**src/rtl/spim_pkg.sv**
```systemverilog
// Shared types for the byte-wide SPI master.
// Assumes the control word layout is fixed at 8 bits: the field order is
// decoded by the engine and must not be rearranged.
package spim_pkg;

    localparam int IDX_W  = 3;              // select index field width
    localparam int CODE_W = 3;              // divider code field width
    localparam int CFG_W  = IDX_W + 2 + CODE_W;

    // Packed control word, most significant field first.
    typedef struct packed {
        logic [IDX_W-1:0]  idx;
        logic              cpol;
        logic              cpha;
        logic [CODE_W-1:0] div;
    } spim_cfg_t;

    typedef enum logic [1:0] {
        ST_IDLE  = 2'd0,
        ST_SHIFT = 2'd1,
        ST_TAIL  = 2'd2
    } spim_state_t;

endpackage

```
**src/rtl/spim_divider.sv**
```systemverilog
// Half-period timer for the serial clock.
// While run is high it emits a one-cycle tick every 2^(code+1) cycles.
// Assumes code is held steady while run is high; counter restarts when run drops.
module spim_divider #(
    parameter int CODE_W = 3
) (
    input  logic              clk,
    input  logic              rst_n,
    input  logic              run,
    input  logic [CODE_W-1:0] code,
    output logic              tick
);
    localparam int CNT_W = 1 << CODE_W;

    logic [CNT_W-1:0]  cnt;
    logic [CNT_W-1:0]  last;
    logic [CODE_W-1:0] shamt;

    // Terminal count is 2^(code+1)-1, built by shifting an all-ones word.
    always_comb begin
        shamt = CODE_W'(CNT_W - 1) - code;
        last  = {CNT_W{1'b1}} >> shamt;
    end

    // Free-running count inside a transfer, wraps at the terminal value.
    always_ff @(posedge clk) begin
        if (!rst_n || !run) begin
            cnt <= '0;
        end else if (cnt == last) begin
            cnt <= '0;
        end else begin
            cnt <= cnt + 1'b1;
        end
    end

    assign tick = run && (cnt == last);

    AST_TICK_GAP: assert property (@(posedge clk) disable iff (!rst_n)
        tick |=> !tick);

endmodule

```
**src/rtl/spim_shift.sv**
```systemverilog
// Transmit and receive shift registers, MSB first.
// On load the transmit byte is taken; with first_out the MSB is put on the
// output at once. drive advances the output bit, sample captures the input.
// Assumes drive and sample never coincide.
module spim_shift #(
    parameter int DATA_W = 8
) (
    input  logic              clk,
    input  logic              rst_n,
    input  logic              load,
    input  logic [DATA_W-1:0] data_in,
    input  logic              first_out,
    input  logic              drive,
    input  logic              sample,
    input  logic              miso,
    output logic              mosi,
    output logic [DATA_W-1:0] rx
);
    logic [DATA_W-1:0] tx_sh;
    logic [DATA_W-1:0] rx_sh;
    logic              mosi_q;

    // Outgoing path: preload, then move one bit per drive strobe.
    always_ff @(posedge clk) begin
        if (!rst_n) begin
            tx_sh  <= '0;
            mosi_q <= 1'b0;
        end else if (load) begin
            tx_sh <= first_out ? (data_in << 1) : data_in;
            if (first_out) begin
                mosi_q <= data_in[DATA_W-1];
            end
        end else if (drive) begin
            mosi_q <= tx_sh[DATA_W-1];
            tx_sh  <= tx_sh << 1;
        end
    end

    // Incoming path: clear on load, shift in one bit per sample strobe.
    always_ff @(posedge clk) begin
        if (!rst_n || load) begin
            rx_sh <= '0;
        end else if (sample) begin
            rx_sh <= {rx_sh[DATA_W-2:0], miso};
        end
    end

    assign mosi = mosi_q;
    assign rx   = rx_sh;

    AST_DRV_SMP_APART: assert property (@(posedge clk) disable iff (!rst_n)
        !(drive && sample));

endmodule

```
**src/rtl/spim_select.sv**
```systemverilog
// Active-low one-hot select lines.
// grab drives the indexed line low and all others high; release_sel returns
// every line high. grab takes priority if both occur.
module spim_select #(
    parameter int NUM_SEL = 8
) (
    input  logic                       clk,
    input  logic                       rst_n,
    input  logic                       grab,
    input  logic [$clog2(NUM_SEL)-1:0] idx,
    input  logic                       release_sel,
    output logic [NUM_SEL-1:0]         ss_n
);
    localparam int IW = $clog2(NUM_SEL);

    logic [NUM_SEL-1:0] ss_q;

    for (genvar i = 0; i < NUM_SEL; i++) begin : g_line
        // One register per line: low only when picked by the index.
        always_ff @(posedge clk) begin
            if (!rst_n) begin
                ss_q[i] <= 1'b1;
            end else if (grab) begin
                ss_q[i] <= (idx != IW'(i));
            end else if (release_sel) begin
                ss_q[i] <= 1'b1;
            end
        end
    end

    assign ss_n = ss_q;

    AST_ONE_LOW: assert property (@(posedge clk) disable iff (!rst_n)
        $onehot0(~ss_n));
    AST_RELEASE_ALL: assert property (@(posedge clk) disable iff (!rst_n)
        (release_sel && !grab) |=> (&ss_n));

endmodule

```
**src/rtl/spim_engine.sv**
```systemverilog
// Byte-wide SPI master, top level.
// Takes a packed control word while idle, runs 16 clock edges per byte,
// returns the captured byte with a one-cycle done pulse, and releases the
// select line one half period after the last edge unless asked to keep it.
// Assumes start is a single-cycle request; requests while busy are dropped.
module spim_engine
    import spim_pkg::*;
#(
    parameter int DATA_W = 8
) (
    input  logic                  clk,
    input  logic                  rst_n,
    input  logic [CFG_W-1:0]      cfg_word,
    input  logic                  start,
    input  logic [DATA_W-1:0]     tx_byte,
    input  logic                  hold_sel,
    input  logic                  miso,
    output logic                  sclk,
    output logic                  mosi,
    output logic [(1<<IDX_W)-1:0] ss_n,
    output logic [DATA_W-1:0]     rx_byte,
    output logic                  done,
    output logic                  busy
);
    localparam int NUM_SEL = 1 << IDX_W;
    localparam int EDGES   = 2 * DATA_W;
    localparam int EDGE_W  = $clog2(EDGES + 1);

    spim_cfg_t         cfg_in;
    spim_state_t       state;
    logic              cpol_q;
    logic              cpha_q;
    logic [CODE_W-1:0] div_q;
    logic              hold_q;
    logic [EDGE_W-1:0] edges;
    logic [EDGE_W-1:0] nxt;
    logic              sclk_q;
    logic              done_q;
    logic [DATA_W-1:0] rx_q;
    logic [DATA_W-1:0] rx_sh;
    logic              tick;
    logic              accept;
    logic              edge_tick;
    logic              odd_edge;
    logic              drive;
    logic              sample;
    logic              finish;

    // Decode the incoming word and the per-edge strobes.
    always_comb begin
        cfg_in    = spim_cfg_t'(cfg_word);
        accept    = start && (state == ST_IDLE);
        edge_tick = tick && (state == ST_SHIFT);
        nxt       = edges + 1'b1;
        odd_edge  = ~edges[0];
        drive     = edge_tick && (cpha_q ? odd_edge
                                         : (!odd_edge && nxt != EDGE_W'(EDGES)));
        sample    = edge_tick && (cpha_q ? !odd_edge : odd_edge);
        finish    = tick && (state == ST_TAIL);
    end

    // Sequencer: idle tracking, edge generation, tail half period, done.
    always_ff @(posedge clk) begin
        if (!rst_n) begin
            state  <= ST_IDLE;
            cpol_q <= 1'b0;
            cpha_q <= 1'b0;
            div_q  <= '0;
            hold_q <= 1'b0;
            edges  <= '0;
            sclk_q <= 1'b0;
            done_q <= 1'b0;
        end else begin
            done_q <= 1'b0;
            case (state)
                ST_IDLE: begin
                    cpol_q <= cfg_in.cpol;
                    cpha_q <= cfg_in.cpha;
                    div_q  <= cfg_in.div;
                    sclk_q <= cfg_in.cpol;
                    if (accept) begin
                        state  <= ST_SHIFT;
                        hold_q <= hold_sel;
                        edges  <= '0;
                    end
                end
                ST_SHIFT: begin
                    if (tick) begin
                        sclk_q <= ~sclk_q;
                        edges  <= nxt;
                        if (nxt == EDGE_W'(EDGES)) begin
                            state <= ST_TAIL;
                        end
                    end
                end
                ST_TAIL: begin
                    if (tick) begin
                        state  <= ST_IDLE;
                        done_q <= 1'b1;
                    end
                end
                default: state <= ST_IDLE;
            endcase
        end
    end

    // Result register: captured byte presented with the done pulse.
    always_ff @(posedge clk) begin
        if (!rst_n) begin
            rx_q <= '0;
        end else if (finish) begin
            rx_q <= rx_sh;
        end
    end

    spim_divider #(.CODE_W(CODE_W)) u_div (
        .clk   (clk),
        .rst_n (rst_n),
        .run   (state != ST_IDLE),
        .code  (div_q),
        .tick  (tick)
    );

    spim_shift #(.DATA_W(DATA_W)) u_shift (
        .clk       (clk),
        .rst_n     (rst_n),
        .load      (accept),
        .data_in   (tx_byte),
        .first_out (!cfg_in.cpha),
        .drive     (drive),
        .sample    (sample),
        .miso      (miso),
        .mosi      (mosi),
        .rx        (rx_sh)
    );

    spim_select #(.NUM_SEL(NUM_SEL)) u_sel (
        .clk         (clk),
        .rst_n       (rst_n),
        .grab        (accept),
        .idx         (cfg_in.idx),
        .release_sel (finish && !hold_q),
        .ss_n        (ss_n)
    );

    assign sclk    = sclk_q;
    assign done    = done_q;
    assign busy    = (state != ST_IDLE);
    assign rx_byte = rx_q;

    AST_CFG_FROZEN: assert property (@(posedge clk) disable iff (!rst_n)
        (busy && $past(busy)) |-> ($stable(cpha_q) && $stable(div_q)));
    AST_DONE_ONE_CYCLE: assert property (@(posedge clk) disable iff (!rst_n)
        done |=> !done);
    AST_DONE_NOT_BUSY: assert property (@(posedge clk) disable iff (!rst_n)
        done |-> !busy);
    AST_REST_LEVEL: assert property (@(posedge clk) disable iff (!rst_n)
        done |-> (sclk == cpol_q));

endmodule

```
**config.mk**
```make
export PLATFORM = sky130hd
export DESIGN_NAME = spim_engine
export DESIGN_NICKNAME = d
export VERILOG_FILES = /design/src/rtl/spim_pkg.sv /design/src/rtl/spim_divider.sv /design/src/rtl/spim_shift.sv /design/src/rtl/spim_select.sv /design/src/rtl/spim_engine.sv
export SDC_FILE = /design/constraint.sdc
export NUM_CORES = 1
export LEC_CHECK = 0
export ABC_AREA = 0
export CORE_UTILIZATION = 45
export DETAILED_ROUTE_END_ITERATION = 8
export PLACE_DENSITY = 0.69
export SYNTH_ARGS = -nofsm -noshare
export SYNTH_HDL_FRONTEND = slang
export SYNTH_SLANG_ARGS = --single-unit
```
**constraint.sdc**
```tcl
create_clock -name clk -period 2.6 [get_ports clk]
set_input_delay 0.52 -clock clk [delete_from_list [all_inputs] [get_ports clk]]
set_output_delay 0.52 -clock clk [all_outputs]
set_load 0.01 [all_outputs]
```
### Word-level counts from Yosys, hierarchy flattened

Cells that the tools add are included.

| storage, ports and cells | value |
|---|---|
| input bits | 21 |
| register bits after elaboration | 55 |

| cells by class | value |
|---|---|
| bitwise logic cells | 2 |
| mux-type cells | 28 |
| reduce and logical (&&, ||, !) cells | 26 |
| add/sub/neg operators | 3 |
| shift operators | 1 |
| equality and inequality tests | 17 |

Operators by type and width:

| cell | count |
|---|---|
| 2-to-1 mux 8 bit | 3 |
| 2-to-1 mux 1 bit | 16 |
| != test 3 bit (second input constant) | 4 |
| 2-to-1 mux 5 bit | 2 |
| one-hot mux 5 bit (2 select lines) | 1 |
| adder 8 x 1 -> 8 bit (second input constant) | 1 |
| equality test 8 bit | 1 |
| logical AND 1 bit | 8 |
| 2-to-1 mux 2 bit | 4 |
| AND reduction 2 bit | 4 |
| nonzero test 2 bit | 4 |
| right shift 8 x 3 -> 8 bit (first input constant) | 1 |
| != test 2 bit (second input constant) | 3 |
| != test 3 x 2 -> 1 bit (second input constant) | 2 |
| one-hot mux 2 bit (3 select lines) | 1 |
| adder 5 x 1 -> 5 bit (second input constant) | 1 |
| equality test 5 bit (second input constant) | 1 |
| != test 5 bit (second input constant) | 1 |
| != test 2 x 1 -> 1 bit (second input constant) | 2 |
| AND reduction 4 bit | 1 |
| logical NOT 1 bit | 3 |
| != test 3 x 1 -> 1 bit (second input constant) | 1 |
| AND reduction 3 bit | 1 |
| nonzero test 3 bit | 1 |
| 8 further kinds | 10 |

### Longest topological paths before layout

Gate-level depths: netlist of the first run.

| logic depth | value |
|---|---|
| depth in word-level cells | 8 |
| mapped depth | 9 |

### Cells and area by module

Synthesis of the first run repeated with hierarchy kept, for this count alone.

| second synthesis, totals | value |
|---|---|
| cell total of the unflattened synthesis | 292 |
| area, all modules | 2736.4 um^2 |

Modules (own cells, without submodules):

| module | cells each | area an instance (um^2) | times used |
|---|---|---|---|
| spim_engine | 114 | 978.4 | 1 |
| spim_shift | 77 | 825.8 | 1 |
| spim_divider | 67 | 588.1 | 1 |
| spim_select | 34 | 344.1 | 1 |

### Worst setup path after synthesis of the first run

OpenSTA, ideal clock, no wires.

| timing path | value |
|---|---|
| kind | reg-to-reg |
| start | register div_q[2] |
| end | register u_shift.tx_sh[0] |
| arrival | 2120 ps |
| cell stages (with the launch flop) | 10 |
| setup slack | 364 ps |
| library setup time | 116 ps |
| required time | 2484 ps |
| cells stage by stage | dfxtp_1 -> buf_6 -> or3_1 -> or3_1 -> a32oi_2 -> and4_1 -> buf_4 -> nand2b_1 -> buf_6 -> a41o_1 |

| on the way | value |
|---|---|
| cells in the longest elaborated chain, start to end | 7 |

Ends and longest elaborated chain:

| what | line | RTL |
|---|---|---|
| start: declaration | spim_engine.sv:33 | `logic [CODE_W-1:0] div_q;` |
| start signal: assignment | spim_engine.sv:79 | `div_q <= cfg_in.div;` |
| subtractor 3 bit | spim_divider.sv:21 | `shamt = CODE_W'(CNT_W - 1) - code;` |
| right shift 8 x 3 -> 8 bit | spim_divider.sv:22 | `last = {CNT_W{1'b1}} >> shamt;` |
| equality test 8 bit | spim_divider.sv:36 | `assign tick = run && (cnt == last);` |
| logical AND 1 bit | spim_divider.sv:36 |  |
| logical AND 1 bit | spim_engine.sv:53 | `edge_tick = tick && (state == ST_SHIFT);` |
| logical AND 1 bit | spim_engine.sv:56 | `drive = edge_tick && (cpha_q ? odd_edge` |
| nonzero test 2 bit (no source line) | n/a |  |
| end signal: assignment | spim_shift.sv:29 | `tx_sh <= first_out ? (data_in << 1) : data_in;` |
| end signal: assignment | spim_shift.sv:35 | `tx_sh <= tx_sh << 1;` |
| end: declaration | spim_shift.sv:19 | `logic [DATA_W-1:0] tx_sh;` |

No other way between the ends.
A chain may end at the register's enable or synchronous reset.

### Final worst setup path of the first run

| timing path | value |
|---|---|
| start | register u_div.cnt[2] |
| end | register u_shift.tx_sh[3] |

| on the way | value |
|---|---|
| cells in the longest elaborated chain, start to end | 5 |

Ends and longest elaborated chain:

| what | line | RTL |
|---|---|---|
| start: declaration | spim_divider.sv:15 | `logic [CNT_W-1:0] cnt;` |
| start signal: assignment | spim_divider.sv:32 | `cnt <= cnt + 1'b1;` |
| equality test 8 bit | spim_divider.sv:36 |  |
| logical AND 1 bit | spim_divider.sv:36 |  |
| logical AND 1 bit | spim_engine.sv:53 |  |
| logical AND 1 bit | spim_engine.sv:56 |  |
| nonzero test 2 bit (no source line) | n/a |  |

No other way between the ends.

==> impl_metrics.json, run 1 <==
{
  "status": "completed",
  "antenna_found_initial": 0,
  "clock_power_share": 0.354,
  "power_density_nw_per_um2": 525,
  "r2r_end": "u_shift.tx_sh[3]",
  "core_area_um2": 5240,
  "power.total_mw": 1.63,
  "critPathKind": "flip-flop to flip-flop",
  "clock.fmax_mhz": 433,
  "areaGrowthSynthToFinish_pct": 23.4,
  "fin_nets": 352,
  "crit_arrival_ns": 2.56,
  "gp_congestion": 0.829,
  "ys_async_sr_fraction": 0,
  "synth-edff-count": 0,
  "pin_count": 41,
  "path_cells": "inv_1 > a2111o_1 > a211oi_1 > nand2_1 > o21ai_1 > buf_4 > a32o_1",
  "cts_buffers": 5,
  "cp_slowest_stage_delay_ns": 0.45,
  "grt-ovfl-total": 0,
  "syn_inst": 289,
  "grt_max_degree": 30,
  "clkLatencyLatePin_ns": 0.31,
  "die-area_um2": 5900,
  "rsz0062_at_grt": "no",
  "die-width_um": 76.8,
  "slowest_stage": "dfxtp_1",
  "worstHoldStart": "u_shift.rx[7]",
  "grt_pass1_vias": 2026,
  "reg2reg_slack_ns": 0.29,
  "post_cts_buffers": 0,
  "setup_viol": 0,
  "port_buffers": 40,
  "finClkSkew_ns": 0.00922,
  "ir_drop_v": 0.000298,
  "routed_wl_um": 5320,
  "initial_core_util": 0.481,
  "max_slew.worst_pin.slew_ns": 0.501,
  "grt_usage": 0.187,
  "hold_viol": 0,
  "cts.htree.levels": 2,
  "synth_seq_cells": 55,
  "syn_avg_cell_area_um2": 8.72,
  "cts.sinks": 55,
  "whs_path_depth": 2,
  "ys_warn_count": 0,
  "via_count": 2184,
  "cts_resized": 0,
  "ys_seq_area_frac": 0.437,
  "switching_power_uw": 395,
  "p_sw_frac": 0.242,
  "fin_setup_tns_ns": 0,
  "synth_top_flop_cell": "dfxtp_1",
  "clock_path_buffers": 2,
  "syn-cell-area_um2": 2520,
  "synthDistinctLibCells": 44,
  "hpwl_um": 3740,
  "power.share.combinational": 0.110,
  "cap_violations": 0,
  "hold_path_end": "rx_byte[7]",
  "drt_iter0_markers": 71,
  "drtAntennaViolNets": 0,
  "hp-class": "flip-flop to flip-flop",
  "fin_crit_ns": 2.31,
  "drtPass1Iterations": 4,
  "path_clk_slew_ns": 0.10,
  "die_h_um": 76.8,
  "startpoint_type": "flip-flop",
  "cts_tree": "yes",
  "r2r-start": "u_div.cnt[2]",
  "path_max_fanout": 11,
  "p_int_mw": 1.24,
  "pwr-share-seq": 0.536,
  "max-slew-margin-rel": 0.664,
  "period_share": 0.888,
  "drcViolationCount": 0,
  "worstPathRequired_ns": 2.86,
  "end_kind": "flip-flop",
  "clockRootBuffer": "clkbuf_8",
  "p_leak_nw": 1.19,
  "drive_above_1_share": 0.0636,
  "hold_buffers": 0,
  "maxSlewViolCount": 0,
  "r2r_cells": 7,
  "diodes": 0,
  "via_per_inst": 5.46,
  "wl_per_cell_um": 13.3,
  "dp.cells": 392,
  "synth.net_count": 312,
  "rows": 26,
  "grt_pass1_wl_um": 9060,
  "final_cells": 400
}
-- metrics by stage --
| step | worst slack, ns | hold WS (ns) | area [um^2] | util |
|---|---|---|---|---|
| final | 0.292 | 0.471 | 3110 | 0.594 |
| after global routing | 0.132 | 0.508 | 3110 | 0.594 |
| after CTS | 0.291 | 0.475 | 3110 | 0.594 |
| after detailed placement | 0.321 | 0.453 | 3000 | 0.572 |
| after global placement | 0.354 | 0.453 | 3000 | 0.572 |
| after floorplan | 0.364 | 0.436 | 2520 | - |
-- power groups by stage --
| stage | sequential [mW] | clock, mW | combinational, mW |
|---|---|---|---|
| final | 0.876 | 0.578 | 0.179 |
| after global routing | 0.880 | 0.626 | 0.196 |
| after CTS | 0.876 | 0.596 | 0.180 |
| after detailed placement | 0.896 | 0 | 0.179 |
| after global placement | 0.896 | 0 | 0.177 |
| after floorplan | 0.891 | 0 | 0.108 |
-- how the worst max path moves through the flow --
stage,from,end,slack (ns),depth (start not counted)
6_report,u_div.cnt[2],u_shift.tx_sh[3],0.29,7
5_1_grt,u_div.cnt[2],state[1],0.13,6
4_1_cts,div_q[2],u_shift.tx_sh[0],0.29,6
3_5_place_dp,div_q[2],u_shift.tx_sh[0],0.32,6
3_3_place_gp,div_q[2],u_shift.tx_sh[0],0.35,6
2_1_floorplan,div_q[2],u_shift.tx_sh[0],0.36,9
-- critical path, delay by kind of cell, from the launching register on --
kind / cells / cell delay [ns]
flops: 1 / 0.45
buf+inv: 2 / 0.25
simple gates: 1 / 0.29
compound gates: 4 / 1.25
-- per-layer routing --
layer  share of wire  routed length [um]  GRT usage
met5               0                   0          0
met4          0.0096                  51     0.0519
met3           0.023                 125     0.0321
met2            0.49                2590      0.315
met1            0.48                2560      0.246
-- cells in the final DEF, fill, tap and decap left out, types with 2 or more instances in the layout --
cell / n
o211ai_1: 4
ha_1: 2
a32o_1: 7
nand2_1: 37
o21ai_0: 16
nand4b_1: 2
mux2i_1: 15
nand3b_1: 2
nor2b_1: 10
a211oi_1: 3
xnor2_1: 4
or3_1: 4
clkbuf_8: 5
and2_1: 3
and4_1: 3
clkdlybuf4s50_1: 40
nand3_1: 18
xor2_1: 3
nand2b_1: 3
inv_1: 7
dfxtp_1: 55
buf_4: 9
a21oi_1: 9
a2bb2oi_1: 8
nor2_1: 23
o22ai_1: 7
and3_1: 9
nor3_1: 4
-- synthesized netlist by cell type, types with 2 or more instances --
library cell,instances,area share
nor2b_1,10,0.025
o21ai_0,16,0.032
a211oi_1,3,0.0089
ha_1,2,0.0099
nor2_1,23,0.034
a21oi_1,9,0.018
o211ai_1,4,0.012
nand2_1,37,0.055
nor3_1,4,0.0079
a2bb2oi_1,8,0.028
mux2i_1,15,0.060
dfxtp_1,55,0.44
nand3b_1,2,0.0060
nand4b_1,2,0.0070
xnor2_1,4,0.014
o22ai_1,7,0.017
xor2_1,3,0.010
buf_6,2,0.0089
clkbuf_1,12,0.018
and2_1,3,0.0074
and3_1,9,0.022
and4_1,3,0.010
nand3_1,18,0.036
or3_1,4,0.0099
nand2b_1,3,0.0074
a32o_1,7,0.028
inv_1,7,0.010
-- state kept, by name (all words and copies together), names as in the netlist --
register,cells
state,2
u_shift.tx_sh,8
u_div.cnt,8
u_shift.rx,8
edges,5
done,1
div_q,3
sclk,1
cpha_q,1
u_shift.mosi,1
hold_q,1
u_sel.ss_n,8
rx_byte,8
-- cell type report --
cell class,instances,area (um^2)
Clock buffer,5,68.8
Sequential cell,55,1100
Clock inverter,3,46.3
Fill cell,491,2130
Timing Repair Buffer,49,468
Tap cell,70,87.6
Multi-Input combinational cell,211,1310
Inverter,7,26.3
-- logic make-up (layout without fill, tap and decap cells) --
family                     Yosys count  count (layout)  share of synthesized area
AOI/OAI and AO/OA                   66              66                      0.187
DFF                                 55              55                      0.437
buffers and inverters               23              64                     0.0422
adders and majority gates            2               2                    0.00993
muxes                               15              15                     0.0596
and+or+nand+nor                    121             121                      0.240
xor gates and xnor gates             7               7                     0.0243
Note: power is estimated with default switching activity, not from simulation.
==> run 2, diff against run 1 <==
--- a/config.mk
+++ b/config.mk
@@ -5,9 +5,9 @@
 export SDC_FILE = /design/constraint.sdc
 export NUM_CORES = 1
 export LEC_CHECK = 0
-export ABC_AREA = 0
 export CORE_UTILIZATION = 45
 export DETAILED_ROUTE_END_ITERATION = 8
+export GPL_TIMING_DRIVEN = 1
 export PLACE_DENSITY = 0.69
 export SYNTH_ARGS = -nofsm -noshare
 export SYNTH_HDL_FRONTEND = slang
==> results of run 2 <==
The final DEF is identical to that of run 1; final timing and power are the same.
